<file path="src/rtl/i2s_tx_status_pkg.sv">
// Package: i2s_tx_status_pkg
// Shared status-word field positions and widths for the stereo transmit
// status block. Assumes a 9-bit status word with fixed field positions.
package i2s_tx_status_pkg;
    localparam int ST_W       = 9;
    localparam int BIT_L_DONE = 0;
    localparam int BIT_L_ROOM = 1;
    localparam int BIT_L_HALF = 2;
    localparam int BIT_R_DONE = 3;
    localparam int BIT_R_ROOM = 4;
    localparam int BIT_R_HALF = 5;
    localparam int BIT_PAUSED = 6;
    localparam int BIT_NODATA = 7;
    localparam int BIT_ERROR  = 8;
    localparam int NUM_CH     = 2;
endpackage

</file>
<file path="src/rtl/i2s_txst_fifo.sv">
// Module: i2s_txst_fifo
// One channel's sample queue. It reports empty, room-available and
// half-empty from a registered occupancy count. Assumes DEPTH >= 2. Writes
// to a full queue and pops from an empty one are dropped.
module i2s_txst_fifo #(
    parameter int DATA_W = 16,
    parameter int DEPTH  = 16
) (
    input  logic              clk,
    input  logic              rst_n,
    input  logic              wr_en,
    input  logic [DATA_W-1:0] wr_data,
    input  logic              rd_en,
    output logic [DATA_W-1:0] rd_data,
    output logic              empty,
    output logic              room,
    output logic              half
);
    localparam int CNT_W = $clog2(DEPTH + 1);
    localparam int PTR_W = $clog2(DEPTH);
    localparam logic [CNT_W-1:0] FULL_CNT = CNT_W'(DEPTH);
    localparam logic [CNT_W-1:0] HALF_CNT = CNT_W'(DEPTH / 2);
    localparam logic [PTR_W-1:0] LAST_PTR = PTR_W'(DEPTH - 1);

    logic [DATA_W-1:0] mem [DEPTH];
    logic [CNT_W-1:0]  occ;
    logic [PTR_W-1:0]  wr_ptr, rd_ptr;
    logic              wr_ok, rd_ok;

    assign wr_ok = wr_en && (occ < FULL_CNT);
    assign rd_ok = rd_en && (occ != '0);

    // Store accepted samples at the write pointer.
    always_ff @(posedge clk) begin
        if (wr_ok) mem[wr_ptr] <= wr_data;
    end

    // Advance pointers and occupancy on accepted writes and pops.
    always_ff @(posedge clk) begin
        if (!rst_n) begin
            occ    <= '0;
            wr_ptr <= '0;
            rd_ptr <= '0;
        end else begin
            if (wr_ok) wr_ptr <= (wr_ptr == LAST_PTR) ? '0 : wr_ptr + PTR_W'(1);
            if (rd_ok) rd_ptr <= (rd_ptr == LAST_PTR) ? '0 : rd_ptr + PTR_W'(1);
            if (wr_ok && !rd_ok)      occ <= occ + CNT_W'(1);
            else if (rd_ok && !wr_ok) occ <= occ - CNT_W'(1);
        end
    end

    // Present the head word and the level flags.
    always_comb begin
        rd_data = mem[rd_ptr];
        empty   = (occ == '0);
        room    = (occ < FULL_CNT);
        half    = (occ <= HALF_CNT);
    end

    assert_occ_bound_R3: assert property (@(posedge clk) disable iff (!rst_n)
        occ <= FULL_CNT);
    assert_full_write_dropped_R3: assert property (@(posedge clk) disable iff (!rst_n)
        (wr_en && !rd_en && !room) |=> !room);
    assert_empty_pop_ignored_R3: assert property (@(posedge clk) disable iff (!rst_n)
        (rd_en && !wr_en && empty) |=> empty);
endmodule

</file>
<file path="src/rtl/i2s_txst_err.sv">
// Module: i2s_txst_err
// Sticky error flag with a captured cause code. A set wins over a
// coinciding clear. The code is taken only when the flag is clear or
// is being cleared in that same cycle.
module i2s_txst_err #(
    parameter int CODE_W = 4
) (
    input  logic              clk,
    input  logic              rst_n,
    input  logic              err_pulse,
    input  logic [CODE_W-1:0] err_code_in,
    input  logic              err_clr,
    output logic              err_flag,
    output logic [CODE_W-1:0] err_code
);
    // Hold the flag and the first cause until software clears it.
    always_ff @(posedge clk) begin
        if (!rst_n) begin
            err_flag <= 1'b0;
            err_code <= '0;
        end else begin
            err_flag <= err_pulse || (err_flag && !err_clr);
            if (err_pulse && (!err_flag || err_clr)) err_code <= err_code_in;
        end
    end

    assert_err_set_R10: assert property (@(posedge clk) disable iff (!rst_n)
        err_pulse |=> err_flag);
    assert_err_hold_R10: assert property (@(posedge clk) disable iff (!rst_n)
        (err_flag && !err_clr) |=> err_flag);
    assert_code_kept_R11: assert property (@(posedge clk) disable iff (!rst_n)
        (err_flag && !err_clr) |=> $stable(err_code));
endmodule

</file>
<file path="src/rtl/i2s_tx_status.sv">
// Module: i2s_tx_status
// Stereo transmit queues with a live status word. Assumes the pop
// strobes come from the shift registers and frame_edge marks frame
// boundaries. Serialization and the DMA engine sit outside.
module i2s_tx_status
    import i2s_tx_status_pkg::*;
#(
    parameter int DATA_W = 16,
    parameter int DEPTH  = 16,
    parameter int CODE_W = 4
) (
    input  logic              clk,
    input  logic              rst_n,
    input  logic              wr_left,
    input  logic [DATA_W-1:0] wr_data_left,
    input  logic              wr_right,
    input  logic [DATA_W-1:0] wr_data_right,
    input  logic              pop_left,
    input  logic              pop_right,
    output logic [DATA_W-1:0] rd_data_left,
    output logic [DATA_W-1:0] rd_data_right,
    input  logic              enable,
    input  logic              pause_req,
    input  logic              frame_edge,
    input  logic              dma_mode,
    input  logic              eot_left,
    input  logic              eot_right,
    input  logic              sock_has_data,
    input  logic              sreg_empty_left,
    input  logic              sreg_empty_right,
    input  logic              err_pulse,
    input  logic [CODE_W-1:0] err_code_in,
    input  logic              err_clr,
    output logic [ST_W-1:0]   status,
    output logic [CODE_W-1:0] err_code
);
    logic [NUM_CH-1:0]     ch_wr, ch_rd, ch_empty, ch_room, ch_half, ch_eot, ch_sreg, ch_done;
    logic [DATA_W-1:0]     ch_wdata [NUM_CH];
    logic [DATA_W-1:0]     ch_rdata [NUM_CH];
    logic                  started, paused, err_flag, no_data;

    // Gather per-channel inputs into indexed vectors (0 = left, 1 = right).
    always_comb begin
        ch_wr       = {wr_right, wr_left};
        ch_rd       = {pop_right, pop_left};
        ch_eot      = {eot_right, eot_left};
        ch_sreg     = {sreg_empty_right, sreg_empty_left};
        ch_wdata[0] = wr_data_left;
        ch_wdata[1] = wr_data_right;
    end

    for (genvar c = 0; c < NUM_CH; c++) begin : g_ch
        i2s_txst_fifo #(.DATA_W(DATA_W), .DEPTH(DEPTH)) u_fifo (
            .clk     (clk),
            .rst_n   (rst_n),
            .wr_en   (ch_wr[c]),
            .wr_data (ch_wdata[c]),
            .rd_en   (ch_rd[c]),
            .rd_data (ch_rdata[c]),
            .empty   (ch_empty[c]),
            .room    (ch_room[c]),
            .half    (ch_half[c])
        );
        // Completion per channel, by feed mode.
        always_comb begin
            if (dma_mode) ch_done[c] = started && ch_eot[c] && ch_sreg[c];
            else          ch_done[c] = started && !enable && ch_empty[c] && ch_sreg[c];
        end
    end

    assign rd_data_left  = ch_rdata[0];
    assign rd_data_right = ch_rdata[1];

    // Remember that the transmitter has been switched on since reset.
    always_ff @(posedge clk) begin
        if (!rst_n)      started <= 1'b0;
        else if (enable) started <= 1'b1;
    end

    // Acknowledge a pause only at a frame boundary with both shifters idle.
    always_ff @(posedge clk) begin
        if (!rst_n || !pause_req)                           paused <= 1'b0;
        else if (frame_edge && ch_sreg[0] && ch_sreg[1])    paused <= 1'b1;
    end

    i2s_txst_err #(.CODE_W(CODE_W)) u_err (
        .clk         (clk),
        .rst_n       (rst_n),
        .err_pulse   (err_pulse),
        .err_code_in (err_code_in),
        .err_clr     (err_clr),
        .err_flag    (err_flag),
        .err_code    (err_code)
    );

    // Starvation in DMA feed: nothing ready but no end-of-transfer either.
    assign no_data = dma_mode && !sock_has_data && !ch_eot[0] && !ch_eot[1];

    // Assemble the status word.
    always_comb begin
        status             = '0;
        status[BIT_L_DONE] = ch_done[0];
        status[BIT_L_ROOM] = ch_room[0];
        status[BIT_L_HALF] = ch_half[0];
        status[BIT_R_DONE] = ch_done[1];
        status[BIT_R_ROOM] = ch_room[1];
        status[BIT_R_HALF] = ch_half[1];
        status[BIT_PAUSED] = paused;
        status[BIT_NODATA] = no_data;
        status[BIT_ERROR]  = err_flag;
    end

    assert_done_after_start_R7: assert property (@(posedge clk) disable iff (!rst_n)
        (status[BIT_L_DONE] || status[BIT_R_DONE]) |-> started);
    assert_reg_done_disabled_R5: assert property (@(posedge clk) disable iff (!rst_n)
        (!dma_mode && (status[BIT_L_DONE] || status[BIT_R_DONE])) |-> !enable);
    assert_pause_at_frame_R8: assert property (@(posedge clk) disable iff (!rst_n)
        $rose(paused) |-> $past(frame_edge && pause_req));
    assert_nodata_dma_only_R9: assert property (@(posedge clk) disable iff (!rst_n)
        !dma_mode |-> !status[BIT_NODATA]);
endmodule

</file>
<file path="config.mk">
export PLATFORM = sky130hd
export DESIGN_NAME = i2s_tx_status
export DESIGN_NICKNAME = d
export VERILOG_FILES = /design/src/rtl/i2s_tx_status_pkg.sv /design/src/rtl/i2s_txst_fifo.sv /design/src/rtl/i2s_txst_err.sv /design/src/rtl/i2s_tx_status.sv
export SDC_FILE = /design/constraint.sdc
export NUM_CORES = 1
export LEC_CHECK = 0
export CORE_MARGIN = 10
export CORE_UTILIZATION = 35
export DETAILED_ROUTE_END_ITERATION = 8
export GPL_TIMING_DRIVEN = 0
export HOLD_SLACK_MARGIN = 0.12
export SLEW_MARGIN = 20
export SYNTH_ARGS = -nofsm -noshare
export SYNTH_HDL_FRONTEND = slang
export SYNTH_HIERARCHICAL = 1
export SYNTH_SLANG_ARGS = --single-unit
</file>
<file path="constraint.sdc">
create_clock -name clk -period 2.4 [get_ports clk]
set_clock_uncertainty 0.2 [all_clocks]
set_input_delay 0.48 -clock clk [delete_from_list [all_inputs] [get_ports clk]]
set_output_delay 0.48 -clock clk [all_outputs]
set_load 0.02 [all_outputs]
</file>
* Word-level counts from Yosys, hierarchy flattened
Memories as Yosys holds them, arrays and structs flattened. A register that Yosys moved wholly into a read port is not among the register bits. Cells that the tools add are included.
Storage, ports and cells: word-level logic and storage cells 91, RAM bits 512, output and inout port bits 45, input port bits 53, memories kept 2, register bits 33
Memory list:
- g_ch[0].u_fifo.mem | words 16, width 16, read ports 1, clocked after memory_dff 1, write ports 1, line i2s_txst_fifo.sv:25 | logic [DATA_W-1:0] mem [DEPTH];
- g_ch[1].u_fifo.mem | words 16, width 16, read ports 1, clocked after memory_dff 1, write ports 1, line i2s_txst_fifo.sv:25
Cells by class: reductions and logical operators 45, add/subtract/negate cells 8, eq/ne operators 4, multiplexer cells 18, magnitude comparators 4
Operators with widths (count):
- $mux 4 | 8
- $logic_and 1x1->1 | 24
- $mux 5 | 4
- $add 4x1->4 const B | 4
- $eq 4x4->1 const B | 4
- $logic_not 1->1 | 12
- $add 5x1->5 const B | 2
- $le 5x4->1 const B | 2
- $logic_not 5->1 | 2
- $lt 5x5->1 const B | 2
- $reduce_bool 5->1 | 2
- $sub 5x1->5 const B | 2
- $mux 1 | 6
- $reduce_bool 2->1 | 2
- $logic_or 1x1->1 | 3

* Logic depth before layout (Yosys ltp)
Gate-level depths: netlist of the first run.
depth after elaboration 6, depth in mapped cells 10, depth with buffers taken out 10

* Hierarchy
Netlist of the first run, hierarchy kept.
By module, submodules not included:
- i2s_txst_fifo | cells each 511, area each 10560.1 µm², times used 2, sequential area each 8027.7 µm²
- i2s_txst_err | cells each 22, area each 210.2 µm², times used 1, sequential area each 100.1 µm²
- i2s_tx_status | cells each 18, area each 135.1 µm², times used 1, sequential area each 40.0 µm²

* Least setup slack after synthesis of the first run
OpenSTA, ideal clock, no wires.
path type reg-to-reg, from register g_ch[0].u_fifo.occ[4], to memory g_ch[0].u_fifo.mem[3][0], enable pin, setup time 0.409 ns, stages on the path, launching flop included 6, setup slack -0.199 ns, data required time 1.791 ns, arrival 1.989 ns, period minus slack after synthesis 2.599 ns, path buffers 0, path through dfxtp_1 inv_2 nand2_1 inv_2 nand2_1 nor3_1
On the way: word-level cells in the longest chain between the ends 4
RTL lines:
- start, declared | line i2s_txst_fifo.sv:26 | logic [CNT_W-1:0] occ;
- start signal, assigned | line i2s_txst_fifo.sv:47 | if (wr_ok && !rd_ok) occ <= occ + CNT_W'(1);
- start signal, assigned | line i2s_txst_fifo.sv:48 | else if (rd_ok && !wr_ok) occ <= occ - CNT_W'(1);
- $lt 5x5->1
- named net status[1] | line i2s_tx_status.sv:34 | output logic [ST_W-1:0] status,
- $logic_and 1x1->1 | line i2s_txst_fifo.sv:30 | assign wr_ok = wr_en && (occ < FULL_CNT);
- named net g_ch[0].u_fifo.wr_ok | line i2s_txst_fifo.sv:28 | logic wr_ok, rd_ok;
- $mux 1 | line i2s_txst_fifo.sv:35 | if (wr_ok) mem[wr_ptr] <= wr_data;
- $mux 1 (not written as such) | line i2s_txst_fifo.sv:35
- end, declared | line i2s_txst_fifo.sv:25
The timed path passes the listed nets, and every way through them passes these cells.

==> flow_summary.yaml, run 1 <==
timing:
  finalHoldViolCount: 0
  worst_slack_ns: -0.7152
  period_needed_ns: 3.115
  slew_headroom: 0.5103
  drv_slew: 0
  max_freq_ghz: 0.3210
  worstMarginPinSlew_ns: 0.7323
  finalCritPeriodShare: 1.298
  rsz0062_at_grt: "yes"
  setup_viol: 44
placement:
  dpl.cell_count: 1969
  port_buffers: 97
  dpl_worst_slack_ns: -0.9968
  place_hpwl_um: 30660
  gp_congestion: 0.7155
route:
  drc: 0
  vias_per_cell: 5.115
  first_pass_iters: 5
  ant_nets: 0
  drt_iter0_drc: 920
  vias: 10880
  wl_per_cell_um: 22.88
  routed_wl_um: 48660
worst_setup_path:
  cp_common_cell: "buf_12"
  critPathMaxFanout: 6
  path_cells: "buf_12, buf_12, buf_12, mux4_2, a22oi_2, nand2_2, buf_6"
  path_class: "flop to output port"
  worst-path-buf-inv: 4
  r2r_setup_slack_ns: -0.36
  arrival_ns: 2.44
  cpPeakStageDelay_ns: 0.51
  critPathSlowestCell: "mux4_2"
  cp_top_family: "buffers and inverters"
  critPathRequiredTime_ns: 1.72
  cp-end-kind: "output port"
  worst_setup_path_start_kind: "flop"
run:
  drv_cap: 0
final_layout:
  area_delta_synth_final_pct: 27.62
  diodes: 0
  fin_nets: 1376
  drive_gt1_frac: 0.3859
  final_cells: 2127
  n_fill_cell: 5084
  postLayoutCoreUtil: 0.4522
die:
  die_w_um: 267.7
  dieArea_um2: 71640
  ios: 98
  rows: 90
  start_util: 0.3543
  core_area_um2: 60580
  die_h_um: 267.7
global_route:
  grt_pass1_vias: 11450
  grt_use_total: 0.1357
  antenna_found_initial: 1
  grt_overflow: 0
  grt_pass1_wl_um: 72860
  grt_max_degree: 18
synth:
  syn_area_um2: 21470
  synthCells: 1062
  yosysWarnings: 6
  synth-edff-count: 512
  synthArstFlopShare: 0
  yosysSeqAreaShare: 0.7545
  ys_ff_latch: 553
  syn_nets: 1137
  syn_area_per_cell_um2: 20.21
  synth_flop_cell: "edfxtp_1"
  ys_types: 44
power:
  swShare: 0.2664
  seqPwrFrac: 0.419
  combPwrFrac: 0.266
  power_density_nw_per_um2: 967.7
  clkPwrFrac: 0.315
  peakVddDrop_mv: 0.6707
  p_leak_nw: 8.722
  p_sw_w: 0.007062
  internal_power_w: 0.01945
clock_tree:
  root_buffer: "clkbuf_16"
  hold_buffers: 0
  cts_buffer_depth: 3
  numCtsBuffers: 57
  ctsHtreeMaxLevel: 2
  cts_sinks: 553
  cts_tree: "done"
  clkTransAtPathRegs_ns: 0.06
  clkLatencyLatePin_ns: 0.62
hold_path:
  hp-class: "input pin to flop"
outcome:
  violations: "setup timing"
  status: "complete, but fails checks"
[worst register-to-register path, delay by kind of cell (launching register included)]
kind / cells / cell delay [ns]
compound gates: 3 / 0.60
fa+ha+maj: 2 / 0.52
buf+inv: 3 / 0.30
flops: 1 / 0.36
mux: 1 / 0.13
simple gates: 2 / 0.54
[cells in the mapped netlist (3+ instances only)]
master    count  area [um2]
inv_2         4       15.01
o21a_1        4       30.03
and2_1       12       75.07
buf_1         4       15.01
buf_4        11       82.58
nor2b_1       8       50.05
inv_1         8       30.03
buf_6         6       67.56
o21ai_0       4       20.02
nand2_1      75       281.5
dfxtp_1      41       820.8
a31oi_1       3       18.77
edfxtp_1    512       15370
mux2i_1       8       80.08
buf_2         5       25.02
nand3_1       6       30.03
mux4_2      128        2883
clkbuf_1     28       105.1
nand2b_1      8       50.05
a21oi_1      14       70.07
nor2_1       33       123.9
o21ai_1       4       20.02
ha_1         20       250.2
xnor2_1       8       70.07
a22oi_1      64       480.5
a21boi_1      4       30.03
nor3_1       10       50.05
[metal layers]
layer  track usage  wire, um
met5             0        12
met3       0.02247      2215
met2        0.2374     25400
met4       0.03786       975
met1        0.1712     20060
[logic make-up after synthesis]
logic type | count (synthesis) | share of synthesized area
buffers and inverters | 69 | 0.01644
DFF | 553 | 0.7545
xor gates and xnor gates | 10 | 0.004080
adders and majority gates | 22 | 0.01352
muxes | 136 | 0.1380
and+or+nand+nor | 163 | 0.03550
AOI/OAI and AO/OA | 109 | 0.03795
[final timing paths]
path                              start                     to  cells after the start
setup / recovery                   flop      rd_data_right[15]                      7
hold / removal                pause_req                 paused                      3
setup reg to reg  g_ch[0].u_fifo/occ[2]  g_ch[0].u_fifo/occ[4]                     11
hold reg to reg       u_err/err_code[1]      u_err/err_code[1]                      2
[cell type report]
class / instances / area (um2) / share of cell area
buffer: 50 / 551.8 / 0.02014
tap: 782 / 978.4 / 0.03572
inverter: 14 / 65.06 / 0.002375
multi-input combinational: 440 / 5590 / 0.2041
timing repair buffer: 185 / 2215 / 0.08084
sequential: 553 / 16210 / 0.5918
clock inverter: 27 / 241.5 / 0.008815
clock buffer: 76 / 1539 / 0.05618
[cells in the final DEF (no fill, tap or decap), drive strengths merged, types with 3 or more instances in the layout]
| master | instances |
|---|---|
| o21ai | 8 |
| nand3 | 6 |
| a22oi | 64 |
| xnor2 | 8 |
| dfxtp | 41 |
| clkinv | 23 |
| nor2 | 33 |
| buf | 146 |
| a21oi | 14 |
| ha | 20 |
| mux4 | 128 |
| nor2b | 10 |
| clkbuf | 103 |
| o21a | 4 |
| clkinvlp | 3 |
| nand2b | 8 |
| and2 | 12 |
| a31oi | 3 |
| nand2 | 75 |
| nor3 | 10 |
| a21boi | 4 |
| mux2i | 8 |
| clkdlybuf4s50 | 57 |
| inv | 13 |
| edfxtp | 512 |
[metrics by stage]
stage	setup TNS (ns)	instance area, um2	hold slack (ns)	total power, W
floorplan	-0.1265	21540	0.2380	0.01472
global placement	-559.66	23490	0.2442	0.01646
detailed placement	-162.64	24000	0.2541	0.01661
CTS	-24.09	27040	0.1557	0.02640
global route	-26.68	27390	0.1817	0.02767
finish	-23.00	27390	0.1947	0.02651
[registers in the layout, summed over array words and instances, names as in the netlist, named ones only]
register            flops
g_ch.u_fifo/mem       512
g_ch.u_fifo/occ        10
g_ch.u_fifo/rd_ptr      8
g_ch.u_fifo/wr_ptr      8
u_err/err_code          4
paused                  1
started                 1
u_err/err_flag          1
[power groups by stage]
| stage | clock (W) | sequential, W | combinational (W) |
|---|---|---|---|
| after floorplan | 0 | 0.0112 | 0.00350 |
| after global placement | 0 | 0.0112 | 0.00521 |
| after detailed placement | 0 | 0.0113 | 0.00535 |
| after CTS | 0.00855 | 0.0111 | 0.00675 |
| after global routing | 0.00896 | 0.0111 | 0.00757 |
| final | 0.00834 | 0.0111 | 0.00706 |
[repair_timing]
item	CTS	global route
setup endpoints to repair	167	121
setup buffers	31	24
gates resized for setup	369	77
gates cloned	9	2
pin swaps	67	44
Power figures use the tool's default switching activity.
==> run 2: changes to the inputs <==
--- a/config.mk
+++ b/config.mk
@@ -5,6 +5,7 @@
 export SDC_FILE = /design/constraint.sdc
 export NUM_CORES = 1
 export LEC_CHECK = 0
+export CAP_MARGIN = 20
 export CORE_MARGIN = 10
 export CORE_UTILIZATION = 35
 export DETAILED_ROUTE_END_ITERATION = 8
==> results of run 2 <==
The final DEF is identical to that of run 1; final timing and power are the same.
==> run 3: changes to the inputs <==
--- a/config.mk
+++ b/config.mk
@@ -11,6 +11,7 @@
 export DETAILED_ROUTE_END_ITERATION = 8
 export GPL_TIMING_DRIVEN = 0
 export HOLD_SLACK_MARGIN = 0.12
+export RECOVER_POWER = 50
 export SLEW_MARGIN = 20
 export SYNTH_ARGS = -nofsm -noshare
 export SYNTH_HDL_FRONTEND = slang
==> flow_summary.yaml, run 3 (synthesis results as in run 1) <==
die:
  dieArea_um2: 71640
  die_h_um: 267.7
  core_area_um2: 60580
  rows: 90
  ios: 98
  start_util: 0.3543
  die_w_um: 267.7
placement:
  dpl.cell_count: 1969
  place_hpwl_um: 30660
  gp_congestion: 0.7155
  port_buffers: 97
  placed_cell_area_um2: 24000
final_layout:
  top_register: "g_ch.u_fifo/mem"
  fin_nets: 1376
  final_cell_mix: "512 x edfxtp_1, 128 x mux4_2, 60 x nand2_1, 60 x clkbuf_16, 60 x buf_6"
  largest_reg_flops: 512
  postLayoutCoreUtil: 0.4520
  area_delta_synth_final_pct: 27.58
  fin_area_um2: 27390
  drive_gt1_frac: 0.3836
  final_common_cell: "edfxtp_1"
  largestRegisters: "g_ch.u_fifo/mem: 512 flops, g_ch.u_fifo/occ: 10 flops"
  final_cells: 2128
worst_setup_path:
  path_class: "flop to output port"
  path_cells: "buf_12, buf_12, buf_12, mux4_2, a22oi_2, nand2_2, buf_6"
  worst_setup_path_start_kind: "flop"
  critPathMaxFanout: 6
  cp-end-kind: "output port"
  cpPeakStageDelay_ns: 0.51
  critPathSlowestCell: "mux4_2"
  cp_common_cell: "buf_12"
  critPathRequiredTime_ns: 1.72
  arrival_ns: 2.44
global_route:
  grt_max_degree: 18
  grt_pass1_vias: 11450
  grt_use_total: 0.1357
  grt_pass1_wl_um: 72860
  grt_overflow: 0
  antenna_found_initial: 3
clock_tree:
  clkTransAtPathRegs_ns: 0.06
  root_buffer: "clkbuf_16"
  cts_tree: "done"
  numCtsBuffers: 57
  ctsHtreeMaxLevel: 2
  cts_buffer_depth: 3
  cts_sinks: 553
  hold_buffers: 0
  clkLatencyLatePin_ns: 0.62
run:
  drv_cap: 0
timing:
  period_needed_ns: 3.119
  finalHoldViolCount: 0
  max_freq_ghz: 0.3206
  finalCritPeriodShare: 1.300
  drv_slew: 0
  slew_headroom: 0.4996
  worstMarginPinSlew_ns: 0.7481
  worst_slack_ns: -0.7192
  setup_viol: 74
  whs_ns: 0.1976
  rsz0062_at_grt: "yes"
route:
  vias_per_cell: 5.117
  vias: 10890
  ant_nets: 0
  wl_per_cell_um: 22.84
  routed_wl_um: 48600
  first_pass_iters: 5
  drc: 0
  drt_iter0_drc: 905
hold_path:
  hp-class: "input pin to flop"
power:
  power_density_nw_per_um2: 967.3
  p_leak_nw: 8.723
  peakVddDrop_mv: 0.6673
outcome:
  status: "complete, but fails checks"
  violations: "setup timing"
## run 3: stage by stage
| step | TNS [ns] | setup slack (ns) | total power (W) |
|---|---|---|---|
| 2_1_floorplan | -0.1265 | -0.05692 | 0.01472 |
| 3_3_place_gp | -559.66 | -1.352 | 0.01646 |
| 3_5_place_dp | -162.64 | -0.9968 | 0.01661 |
| 4_1_cts | -24.09 | -0.7732 | 0.02640 |
| 5_1_grt | -31.79 | -0.7780 | 0.02765 |
| 6_report | -24.57 | -0.7192 | 0.02649 |
## run 3: layout make-up
type                    instances  area [um2]
diodes                          1       2.502
plain buffers                  50       549.3
clock buffers                  76        1539
clock inverters                27       241.5
fillers                      5082       33200
inverters                      14       65.06
multi-input cells             440        5583
flip-flops and latches        553       16210
well taps                     782       978.4
repair buffers                185        2215
## run 3: what timing repair did
item                                    4_1_cts  5_1_grt
pin swaps                                    67       44
gates resized for setup                     369       77
endpoints found under the setup margin      167      121
cloned                                        9        2
buffers inserted                             31       24
## run 3: path summary, 6_finish.rpt
path,slack (ns),cells past startpoint,startpoint,endpoint
worst min-delay path,0.20,3,pause_req,paused
worst max register to register,-0.36,11,g_ch[0].u_fifo/occ[2],g_ch[0].u_fifo/occ[4]
worst min register to register,0.26,2,u_err/err_code[1],u_err/err_code[1]
worst max-delay path,-0.72,7,flop,rd_data_right[15]
## run 3: power by group
| group | internal (W) | switching, W |
|---|---|---|
| Sequential | 0.0109 | 0.000215 |
| Combinational | 0.00381 | 0.00323 |
| Clock | 0.00473 | 0.00361 |
## run 3: layer usage
layer  GRT usage  routed length, um  vias up
met5           0                 12        -
met3     0.02247               2281       64
met1      0.1712              19920     5738
met4     0.03786               1003        2
li1            -                  -     4832
met2      0.2374              25380      252
## run 3: worst max-delay path, delay by kind of cell, from the launching register on
family | cells | cell delay, ns
buffers and inverters | 4 | 0.58
muxes | 1 | 0.51
and+or+nand+nor | 1 | 0.15
AOI/OAI and AO/OA | 1 | 0.21
DFF | 1 | 0.34
